**config.mk**
```make
export PLATFORM = sky130hd
export DESIGN_NAME = i2c_bit_seq
export DESIGN_NICKNAME = d
export VERILOG_FILES = /design/src/rtl/i2cseq_pkg.sv /design/src/rtl/i2cseq_timer.sv /design/src/rtl/i2cseq_sync.sv /design/src/rtl/i2c_bit_seq.sv
export SDC_FILE = /design/constraint.sdc
export NUM_CORES = 1
export LEC_CHECK = 0
export BUFFER_PORTS_ARGS = -buffer_cell sky130_fd_sc_hd__buf_2
export CAP_MARGIN = 20
export CORE_AREA = 2 2 84 86
export DETAILED_ROUTE_END_ITERATION = 6
export DIE_AREA = 0 0 86 88
export GPL_TIMING_DRIVEN = 0
export PLACE_DENSITY = 0.59
export RECOVER_POWER = 25
export SYNTH_ARGS = -nofsm -noshare
export SYNTH_HDL_FRONTEND = slang
export SYNTH_SLANG_ARGS = --single-unit
```
**constraint.sdc**
```tcl
create_clock -name clk -period 3.14 [get_ports clk]
set_clock_uncertainty 0.2 [all_clocks]
set_input_delay 0.628 -clock clk [delete_from_list [all_inputs] [get_ports clk]]
set_output_delay 0.628 -clock clk [all_outputs]
set_load 0.02 [all_outputs]
```
**src/rtl/i2cseq_pkg.sv**
```systemverilog
package i2cseq_pkg;

  localparam int BYTE_W = 8;

  typedef enum logic [1:0] {
    OP_START = 2'd0,
    OP_STOP  = 2'd1,
    OP_WRITE = 2'd2,
    OP_READ  = 2'd3
  } i2cseq_op_e;

  typedef enum logic [3:0] {
    S_IDLE,
    S_STA_SU,
    S_STA_HD,
    S_STA_LO,
    S_STO_LO,
    S_STO_SU,
    S_STO_BUF,
    S_BIT_REL,
    S_BIT_DRV,
    S_BIT_HI,
    S_BIT_LO
  } i2cseq_state_e;

  function automatic int at_least_one(input int v);
    return (v < 1) ? 1 : v;
  endfunction

  // nanoseconds to whole clock cycles, truncating, never below one
  function automatic int ns2cyc(input int ns, input int clk_khz);
    longint prod;
    prod = longint'(ns) * longint'(clk_khz);
    return at_least_one(int'(prod / 64'sd1000000));
  endfunction

  function automatic int max2(input int a, input int b);
    return (a > b) ? a : b;
  endfunction

endpackage

```
**src/rtl/i2cseq_timer.sv**
```systemverilog
module i2cseq_timer #(
  parameter int W = 5
) (
  input  logic         clk,
  input  logic         rst,
  input  logic         load,
  input  logic [W-1:0] load_val,
  output logic         zero
);

  logic [W-1:0] cnt;

  always_ff @(posedge clk) begin
    if (rst) begin
      cnt <= '0;
    end else if (load) begin
      cnt <= load_val;
    end else if (cnt != '0) begin
      cnt <= cnt - 1'b1;
    end
  end

  assign zero = (cnt == '0);

endmodule

```
**src/rtl/i2cseq_sync.sv**
```systemverilog
module i2cseq_sync #(
  parameter int   STAGES    = 2,
  parameter logic RESET_VAL = 1'b1
) (
  input  logic clk,
  input  logic rst,
  input  logic d,
  output logic q
);

  logic [STAGES-1:0] chain;

  always_ff @(posedge clk) begin
    if (rst) begin
      chain <= {STAGES{RESET_VAL}};
    end else begin
      chain <= {chain[STAGES-2:0], d};
    end
  end

  assign q = chain[STAGES-1];

endmodule

```
**src/rtl/i2c_bit_seq.sv**
```systemverilog
module i2c_bit_seq
  import i2cseq_pkg::*;
#(
  parameter int CLK_KHZ     = 12500,
  parameter int T_LOW_NS    = 1300,
  parameter int T_HIGH_NS   = 600,
  parameter int T_SUDAT_NS  = 100,
  parameter int T_HDSTA_NS  = 600,
  parameter int T_SUSTA_NS  = 600,
  parameter int T_SUSTO_NS  = 600,
  parameter int T_BUF_NS    = 1300,
  parameter int T_C2D_NS    = 900,
  parameter int SYNC_STAGES = 2
) (
  input  logic       clk,
  input  logic       rst,
  input  logic       cmd_valid,
  output logic       cmd_ready,
  input  logic [1:0] cmd_op,
  input  logic [7:0] cmd_wdata,
  input  logic       cmd_last,
  output logic       rsp_done,
  output logic [7:0] rsp_rdata,
  output logic       rsp_nack,
  output logic       scl_o,
  output logic       sda_oe,
  output logic       sda_o,
  input  logic       sda_in
);

  // phase lengths in cycles
  localparam int C_LOW   = ns2cyc(T_LOW_NS,   CLK_KHZ);
  localparam int C_HIGH  = ns2cyc(T_HIGH_NS,  CLK_KHZ);
  localparam int C_SUDAT = ns2cyc(T_SUDAT_NS, CLK_KHZ);
  localparam int C_HDSTA = ns2cyc(T_HDSTA_NS, CLK_KHZ);
  localparam int C_SUSTA = ns2cyc(T_SUSTA_NS, CLK_KHZ);
  localparam int C_SUSTO = ns2cyc(T_SUSTO_NS, CLK_KHZ);
  localparam int C_BUF   = ns2cyc(T_BUF_NS,   CLK_KHZ);
  localparam int C_C2D   = ns2cyc(T_C2D_NS,   CLK_KHZ);
  // released gap before a driven bit, and the low tail after every bit
  localparam int C_TXREL = at_least_one(C_C2D - C_SUDAT);
  localparam int C_TAIL  = at_least_one(C_LOW - C_C2D);

  localparam int C_MAX = max2(max2(max2(C_LOW, C_HIGH), max2(C_SUDAT, C_HDSTA)),
                              max2(max2(C_SUSTA, C_SUSTO), max2(C_BUF, C_C2D)));
  localparam int CW    = $clog2(C_MAX + 1);
  localparam int IDX_W = $clog2(BYTE_W + 1);

  localparam logic [IDX_W-1:0] LAST_SLOT = IDX_W'(BYTE_W);

  i2cseq_state_e     st, st_n;
  i2cseq_op_e        op_q, op_n;
  logic              last_q, last_n;
  logic [IDX_W-1:0]  idx, idx_n;
  logic [BYTE_W-1:0] sh, sh_n;
  logic              ack_q, ack_n;
  logic              scl_n, oe_n, dout_n;
  logic              ld;
  logic [CW-1:0]     ldv;
  logic              fin;
  logic              tmr_zero;
  logic              sda_s;
  logic              cur_tx;
  logic              tx_val;

  i2cseq_timer #(
    .W(CW)
  ) u_tmr (
    .clk      (clk),
    .rst      (rst),
    .load     (ld),
    .load_val (ldv),
    .zero     (tmr_zero)
  );

  i2cseq_sync #(
    .STAGES    (SYNC_STAGES),
    .RESET_VAL (1'b1)
  ) u_sync (
    .clk (clk),
    .rst (rst),
    .d   (sda_in),
    .q   (sda_s)
  );

  // which of the nine slots the master drives
  function automatic logic slot_is_tx(input i2cseq_op_e op, input logic [IDX_W-1:0] i);
    if (op == OP_WRITE) begin
      return (i != LAST_SLOT);
    end
    return (i == LAST_SLOT);
  endfunction

  assign cur_tx = slot_is_tx(op_q, idx);
  assign tx_val = (op_q == OP_WRITE) ? sh[BYTE_W-1] : last_q;

  always_comb begin
    st_n   = st;
    op_n   = op_q;
    last_n = last_q;
    idx_n  = idx;
    sh_n   = sh;
    ack_n  = ack_q;
    scl_n  = scl_o;
    oe_n   = sda_oe;
    dout_n = sda_o;
    ld     = 1'b0;
    ldv    = '0;
    fin    = 1'b0;

    unique case (st)
      S_IDLE: begin
        if (cmd_valid) begin
          op_n   = i2cseq_op_e'(cmd_op);
          last_n = cmd_last;
          ld     = 1'b1;
          unique case (i2cseq_op_e'(cmd_op))
            OP_START: begin
              st_n   = S_STA_SU;
              scl_n  = 1'b1;
              oe_n   = 1'b1;
              dout_n = 1'b1;
              ldv    = CW'(C_SUSTA - 1);
            end
            OP_STOP: begin
              st_n   = S_STO_LO;
              oe_n   = 1'b1;
              dout_n = 1'b0;
              ldv    = CW'(C_C2D - 1);
            end
            OP_WRITE: begin
              st_n   = S_BIT_REL;
              sh_n   = cmd_wdata;
              idx_n  = '0;
              oe_n   = 1'b0;
              dout_n = 1'b0;
              ldv    = CW'(C_TXREL - 1);
            end
            OP_READ: begin
              st_n   = S_BIT_REL;
              sh_n   = '0;
              idx_n  = '0;
              oe_n   = 1'b0;
              dout_n = 1'b0;
              ldv    = CW'(C_C2D - 1);
            end
          endcase
        end
      end

      S_STA_SU: begin
        if (tmr_zero) begin
          st_n   = S_STA_HD;
          dout_n = 1'b0;
          ld     = 1'b1;
          ldv    = CW'(C_HDSTA - 1);
        end
      end

      S_STA_HD: begin
        if (tmr_zero) begin
          // SDA stays driven low through this clock fall
          st_n  = S_STA_LO;
          scl_n = 1'b0;
          ld    = 1'b1;
          ldv   = CW'(C_LOW - 1);
        end
      end

      S_STA_LO: begin
        if (tmr_zero) begin
          st_n = S_IDLE;
          fin  = 1'b1;
        end
      end

      S_STO_LO: begin
        if (tmr_zero) begin
          st_n  = S_STO_SU;
          scl_n = 1'b1;
          ld    = 1'b1;
          ldv   = CW'(C_SUSTO - 1);
        end
      end

      S_STO_SU: begin
        if (tmr_zero) begin
          // pull-up finishes the STOP
          st_n   = S_STO_BUF;
          oe_n   = 1'b0;
          dout_n = 1'b0;
          ld     = 1'b1;
          ldv    = CW'(C_BUF - 1);
        end
      end

      S_STO_BUF: begin
        if (tmr_zero) begin
          st_n = S_IDLE;
          fin  = 1'b1;
        end
      end

      S_BIT_REL: begin
        if (tmr_zero) begin
          ld = 1'b1;
          if (cur_tx) begin
            st_n   = S_BIT_DRV;
            oe_n   = 1'b1;
            dout_n = tx_val;
            ldv    = CW'(C_SUDAT - 1);
          end else begin
            st_n  = S_BIT_HI;
            scl_n = 1'b1;
            ldv   = CW'(C_HIGH - 1);
          end
        end
      end

      S_BIT_DRV: begin
        if (tmr_zero) begin
          st_n  = S_BIT_HI;
          scl_n = 1'b1;
          ld    = 1'b1;
          ldv   = CW'(C_HIGH - 1);
        end
      end

      S_BIT_HI: begin
        if (tmr_zero) begin
          st_n   = S_BIT_LO;
          scl_n  = 1'b0;
          oe_n   = 1'b0;
          dout_n = 1'b0;
          ld     = 1'b1;
          ldv    = CW'(C_TAIL - 1);
          if (!cur_tx) begin
            if (idx == LAST_SLOT) begin
              ack_n = sda_s;
            end else begin
              sh_n = {sh[BYTE_W-2:0], sda_s};
            end
          end else if (op_q == OP_WRITE) begin
            sh_n = {sh[BYTE_W-2:0], 1'b0};
          end
        end
      end

      S_BIT_LO: begin
        if (tmr_zero) begin
          if (idx == LAST_SLOT) begin
            st_n = S_IDLE;
            fin  = 1'b1;
          end else begin
            idx_n  = idx + 1'b1;
            st_n   = S_BIT_REL;
            oe_n   = 1'b0;
            dout_n = 1'b0;
            ld     = 1'b1;
            ldv    = slot_is_tx(op_q, IDX_W'(idx + 1'b1)) ? CW'(C_TXREL - 1)
                                                            : CW'(C_C2D - 1);
          end
        end
      end

      default: begin
        st_n = S_IDLE;
      end
    endcase
  end

  always_ff @(posedge clk) begin
    if (rst) begin
      st        <= S_IDLE;
      op_q      <= OP_START;
      last_q    <= 1'b0;
      idx       <= '0;
      sh        <= '0;
      ack_q     <= 1'b0;
      scl_o     <= 1'b1;
      sda_oe    <= 1'b0;
      sda_o     <= 1'b0;
      cmd_ready <= 1'b1;
      rsp_done  <= 1'b0;
      rsp_rdata <= '0;
      rsp_nack  <= 1'b0;
    end else begin
      st        <= st_n;
      op_q      <= op_n;
      last_q    <= last_n;
      idx       <= idx_n;
      sh        <= sh_n;
      ack_q     <= ack_n;
      scl_o     <= scl_n;
      sda_oe    <= oe_n;
      sda_o     <= dout_n;
      cmd_ready <= (st_n == S_IDLE);
      rsp_done  <= fin;
      if (fin && (op_q == OP_READ)) begin
        rsp_rdata <= sh;
      end
      if (fin && (op_q == OP_WRITE)) begin
        rsp_nack <= ack_q;
      end
    end
  end

endmodule

```
---- Word level (Yosys, flattened, before mapping) ----
Cells that the tools add are included.
word-level totals
  bits in registers ....................... 41
  bits of input ports ..................... 15
  word-level logic and storage cells ...... 163
cells by class
  add/sub/neg operators ................... 2
  equality and inequality tests ........... 35
  mux-type cells .......................... 78
  bitwise gates (word level) .............. 1
  reduce and logical (&&, ||, !) cells .... 32
operator list
  operator                                                                  number
  4-bit two-way mux                                                         17
  8-bit two-way mux                                                         5
  4-bit one-hot mux with 10 select lines                                    1
  1-bit two-way mux                                                         33
  8-bit one-hot mux with 2 select lines                                     2
  5-bit one-hot mux with 6 select lines                                     1
  7-bit AND reduction                                                       3
  4-bit == test (second input constant)                                     5
  4-bit by 3-bit == test with 1-bit output (second input constant)          4
  2-bit inequality test (second input constant)                             8
  2-bit OR reduction                                                        8
  3-bit two-way mux                                                         5
  5-bit two-way mux                                                         3
  5-bit one-hot mux with 3 select lines                                     1
  1-bit one-hot mux with 4 select lines                                     3
  4-bit one-hot mux with 3 select lines                                     1
  4-bit nonzero test                                                        3
  2-bit by 1-bit inequality test with 1-bit output (second input constant)  5
  3-bit OR reduction                                                        3
  2-bit == test (second input constant)                                     4
  4-bit by 2-bit == test with 1-bit output (second input constant)          2
  4-bit zero test                                                           2
  4-bit inequality test (second input constant)                             2
  4-bit one-hot mux with 2 select lines                                     1
  other kinds (20)                                                          26

---- Longest topological paths before layout ----
  depth in word-level cells ............... 14
  depth in mapped cells ................... 9

---- Hierarchy ----
Synthesis repeated with hierarchy kept, for this count alone.
second synthesis, totals
  cells, all modules ...................... 316
  area total of the unflattened synthesis .. 2508.7 um^2
by module, submodules not included
  module        times used  cells an instance  area each (um^2)
  i2c_bit_seq   1           280                2168.3
  i2cseq_timer  1           32                 287.8
  i2cseq_sync   1           4                  52.6

---- Least setup slack after synthesis ----
No wires, ideal clock.
  path type ............................... register to register
  start ................................... register u_tmr.cnt[0]
  end ..................................... register u_tmr.cnt[0]
  data arrival time ....................... 1.852 ns
  data required time ...................... 2.807 ns
  setup slack ............................. 0.955 ns
  cell stages (with the launch flop) ...... 7
  buffers on the path ..................... 0
  path through ............................ dfxtp_1 inv_1 ha_1 or4b_4 o41a_1 a221oi_1 a311oi_1
on the way
  longest elaborated chain between the ends .. 4
ends and longest elaborated chain
  what                                                                                 line                text
  from (decl)                                                                          i2cseq_timer.sv:11  logic [W-1:0] cnt;
  from (signal assigned)                                                               i2cseq_timer.sv:17  cnt <= load_val;
  from (signal assigned)                                                               i2cseq_timer.sv:19  cnt <= cnt - 1'b1;
  branches (longest 4 deep; another with 5-bit by 1-bit subtractor with 5-bit output)  -
Parallel ways; which one is timed is not known. The select of a mux whose other input is x is not followed.
A chain may end at the register's enable or synchronous reset.

---- Worst setup path in the final report ----
  start ................................... register idx[0]
  end ..................................... register rsp_rdata[0]
on the way
  longest elaborated chain between the ends .. 5
ends and longest elaborated chain
  what                                   line                text
  from (decl)                            i2c_bit_seq.sv:54   logic [IDX_W-1:0] idx, idx_n;
  from (signal assigned)                 i2c_bit_seq.sv:291  idx <= idx_n;
  4-bit == test                          i2c_bit_seq.sv:251  if (idx == LAST_SLOT) begin
  1-bit two-way mux                      i2c_bit_seq.sv:251
  1-bit two-way mux                      i2c_bit_seq.sv:250  if (tmr_zero) begin
  1-bit one-hot mux with 2 select lines  i2c_bit_seq.sv:111  unique case (st)
  1-bit logical AND                      i2c_bit_seq.sv:299  if (fin && (op_q == OP_READ)) begin
  to (signal assigned)                   i2c_bit_seq.sv:300  rsp_rdata <= sh;
  to (decl)                              i2c_bit_seq.sv:23   output logic [7:0] rsp_rdata,
No other way between the ends.

==> flow_metrics.py <==
metrics = {
    "synth": {
        "ys_seq_area_frac": 0.3355,
        "synth_edf_count": 0,
        "synth_ff_type": "dfxtp_1",
        "synth_cell_types": 61,
        "synth_fp_nets": 331,
        "syn_inst": 312,
        "avgSynthCellArea_sq_um": 7.840,
        "async_reset_ff_frac": 0,
        "syn-cell-area_sq_um": 2446,
        "synth-seq-cells": 41,
        "yosys_warnings": 0,
    },
    "timing": {
        "setup_viol": 0,
        "rsz0062_at_grt": "no",
        "tightest_slew_ns": 0.7184,
        "timing.setup.tns_ns": 0,
        "hold_viol": 0,
        "fin_crit_ns": 2.585,
        "post-route-period-util": 0.8232,
        "finalWorstSetupSlack_ns": 0.5552,
        "slew_headroom": 0.5182,
        "drv_slew": 0,
        "max_freq_mhz": 386.9,
    },
    "clock_tree": {
        "cts_tree": "yes",
        "cts_resized": 0,
        "clockBufferDepth": 2,
        "post-cts-setup-buffers": 0,
        "root_buffer": "clkbuf_8",
        "clk_latency_ns": 0.30,
        "cts_hold_buf": 0,
        "clk_pin_slew_worst_paths_ns": 0.08,
        "cts.sink_count": 41,
        "cts_buffers": 5,
        "htreeDepth": 2,
    },
    "global_routing": {
        "grt_pass1_vias": 2202,
        "met2_usage": 0.2889,
        "gr-usage-met1": 0.2486,
        "grt_usage": 0.1856,
        "grt.overflow.total": 0,
        "grt_pass1_wl_um": 10990,
        "top_usage_layer": "met2",
        "grt_max_degree": 14,
        "antenna_found_initial": 0,
        "gr-usage-met3": 0.03959,
    },
    "worst_setup_path": {
        "critPathMaxFanout": 8,
        "r2r-end": "rsp_rdata[0]$_SDFFE_PP0P_",
        "end_kind": "flip-flop",
        "required_ns": 3.12,
        "worstSetupPathType": "reg -> reg",
        "reg2reg_from": "idx[0]$_SDFFE_PP0P_",
        "ff2ff_setup_slack_ns": 0.56,
        "ff2ff_path_depth": 8,
        "startpoint_type": "flip-flop",
        "crit_arrival_ns": 2.56,
    },
    "final_layout": {
        "num-nets-final": 365,
        "diodes": 0,
        "final_cell_mix": "nor2_1, dfxtp_1, nand2_1, buf_2",
        "drive_gt1_frac": 0.1326,
        "layout_commonest_cell": "nor2_1",
        "syn2layout_area_growth_pct": 12.58,
        "nFillCells": 707,
    },
    "power_and_ir_drop": {
        "total_leakage_power_nw": 1.019,
        "p_per_area_nw_per_um2": 824.3,
        "clkPwrFrac": 0.155,
        "p_switching_mw": 1.025,
        "p_seq_frac": 0.309,
        "combPwrFrac": 0.536,
        "internal-power_mw": 1.245,
        "peakVddDrop_mv": 0.2567,
        "swShare": 0.4515,
    },
    "routing": {
        "drtIter0Drc": 204,
        "viasPerCell": 5.705,
        "drtAntennaViolNets": 0,
        "vias": 2436,
        "drc": 0,
        "wl_um": 6662,
        "drtPass1Iterations": 5,
        "avgRoutedWirePerCell_um": 15.60,
    },
    "hold_path": {
        "min_from": "u_sync.chain[0]$_SDFF_PP1_",
        "whs_endpoint": "u_sync.chain[1]$_SDFF_PP1_",
        "worst_hold_path_type": "reg -> reg",
        "whs_path_depth": 1,
    },
    "floorplanning": {
        "core_sq_um": 6644,
        "start_util": 0.3682,
        "die_w_um": 86,
        "die-area_sq_um": 7568,
        "die_h_um": 88,
        "std_cell_rows": 30,
        "ios": 29,
    },
    "placement": {
        "io_buffers": 27,
        "place_hpwl_um": 4901,
        "gp_congestion": 0.9351,
        "dp_slack_ns": 0.6051,
    },
    "job": {
        "cap_violations": 0,
    },
    "outcome": {
        "status": "completed",
    },
}
## through the flow
stage          cells  hold WS [ns]  cell area [sq um]  total power [mW]    util
2_1_floorplan    312        0.1895               2446             1.612       -
3_3_place_gp     419        0.1962               2681             1.913  0.4036
3_5_place_dp     419        0.1976               2681             1.909  0.4036
4_1_cts          427        0.2176               2769             2.264  0.4168
5_1_grt          427        0.2505               2754             2.447  0.4145
6_report         427        0.2148               2754             2.270  0.4145
## worst max-delay path, stage by stage (launching register included)
cell and delay (ns):
dfxtp_1 0.35, inv_1 0.07, ha_1 0.17, and3b_1 0.15
clkbuf_1 0.38, a211oi_1 0.28, nor3_4 0.55, mux2i_1 0.26
nor2_1 0.05
## flip-flops by register name, summed over array words and instances (netlist names), 2 cells and up
| name | count |
|---|---|
| rsp_rdata | 8 |
| st | 4 |
| idx | 4 |
| u_tmr.cnt | 5 |
| u_sync.chain | 2 |
| op_q | 2 |
| sh | 8 |
## cells in the mapped netlist (2+ instances only)
cell type,count,area (sq um)
nor2_1,42,157.7
dfxtp_1,41,820.8
nand2_1,32,120.1
a21oi_1,24,120.1
o21ai_0,19,95.09
a211oi_1,14,105.1
mux2i_1,14,140.1
buf_2,12,60.06
clkbuf_1,11,41.29
nor3_1,11,55.05
inv_1,6,22.52
nor2b_1,6,37.54
nand2b_1,5,31.28
nand3_1,5,25.02
xnor2_1,5,43.79
ha_1,4,50.05
and2_1,3,18.77
a22oi_1,2,15.01
a31oi_1,2,12.51
and3_1,2,12.51
and4bb_2,2,25.02
nand3b_1,2,15.01
nand4_1,2,12.51
nor3b_1,2,15.01
nor4_1,2,12.51
nor4b_1,2,17.52
o211ai_1,2,15.01
o21a_1,2,15.01
o32ai_1,2,17.52
or2_2,2,12.51
xor2_1,2,17.52
## kinds of logic (layout without fill, tap and decap cells)
logic type | after synthesis | count (layout) | share of synthesized area
simple gates | 131 | 131 | 0.2813
compound gates | 84 | 84 | 0.2235
flops | 41 | 41 | 0.3356
buf+inv | 30 | 65 | 0.05217
mux | 15 | 15 | 0.06189
xor+xnor | 7 | 7 | 0.02506
fa+ha+maj | 4 | 4 | 0.02046
## power by group through the flow
stage / registers (mW) / clock network, mW / logic (mW)
after floorplan: 0.717 / 0 / 0.895
after global placement: 0.713 / 0 / 1.20
after detailed placement: 0.713 / 0 / 1.20
after CTS: 0.702 / 0.363 / 1.20
after global routing: 0.718 / 0.385 / 1.34
final: 0.702 / 0.352 / 1.22
## routing by layer
layer	vias to the layer above	part of all wire
li1	1192	-
met1	1118	0.47
met2	107	0.44
met3	19	0.066
met4	0	0.025
met5	-	0
## final cells by class
| class | count | area, sq um | share of cell area |
|---|---|---|---|
| Multi-Input combinational cell | 241 | 1498 | 0.5438 |
| Sequential cell | 41 | 820.8 | 0.2980 |
| Timing Repair Buffer | 27 | 120.1 | 0.04362 |
| Buffer | 24 | 105.1 | 0.03816 |
| Tap cell | 80 | 100.1 | 0.03635 |
| Clock buffer | 6 | 72.57 | 0.02635 |
| Inverter | 6 | 22.52 | 0.008178 |
| Clock inverter | 2 | 15.01 | 0.005452 |
## worst max-delay path by stage
stage / startpoint / endpoint / slack, ns / depth (start not counted)
2_1_floorplan: u_tmr.cnt[0]$_SDFFE_PP0P_ / u_tmr.cnt[0]$_SDFFE_PP0P_ / 0.95 / 6
3_3_place_gp: idx[0]$_SDFFE_PP0P_ / rsp_rdata[6]$_SDFFE_PP0P_ / 0.57 / 8
3_5_place_dp: idx[0]$_SDFFE_PP0P_ / rsp_rdata[6]$_SDFFE_PP0P_ / 0.61 / 8
4_1_cts: idx[0]$_SDFFE_PP0P_ / rsp_rdata[6]$_SDFFE_PP0P_ / 0.58 / 8
5_1_grt: st[3]$_SDFF_PP0_ / u_tmr.cnt[2]$_SDFFE_PP0P_ / 0.36 / 8
6_report: idx[0]$_SDFFE_PP0P_ / rsp_rdata[0]$_SDFFE_PP0P_ / 0.56 / 8
(Power assumes the default switching activity.)
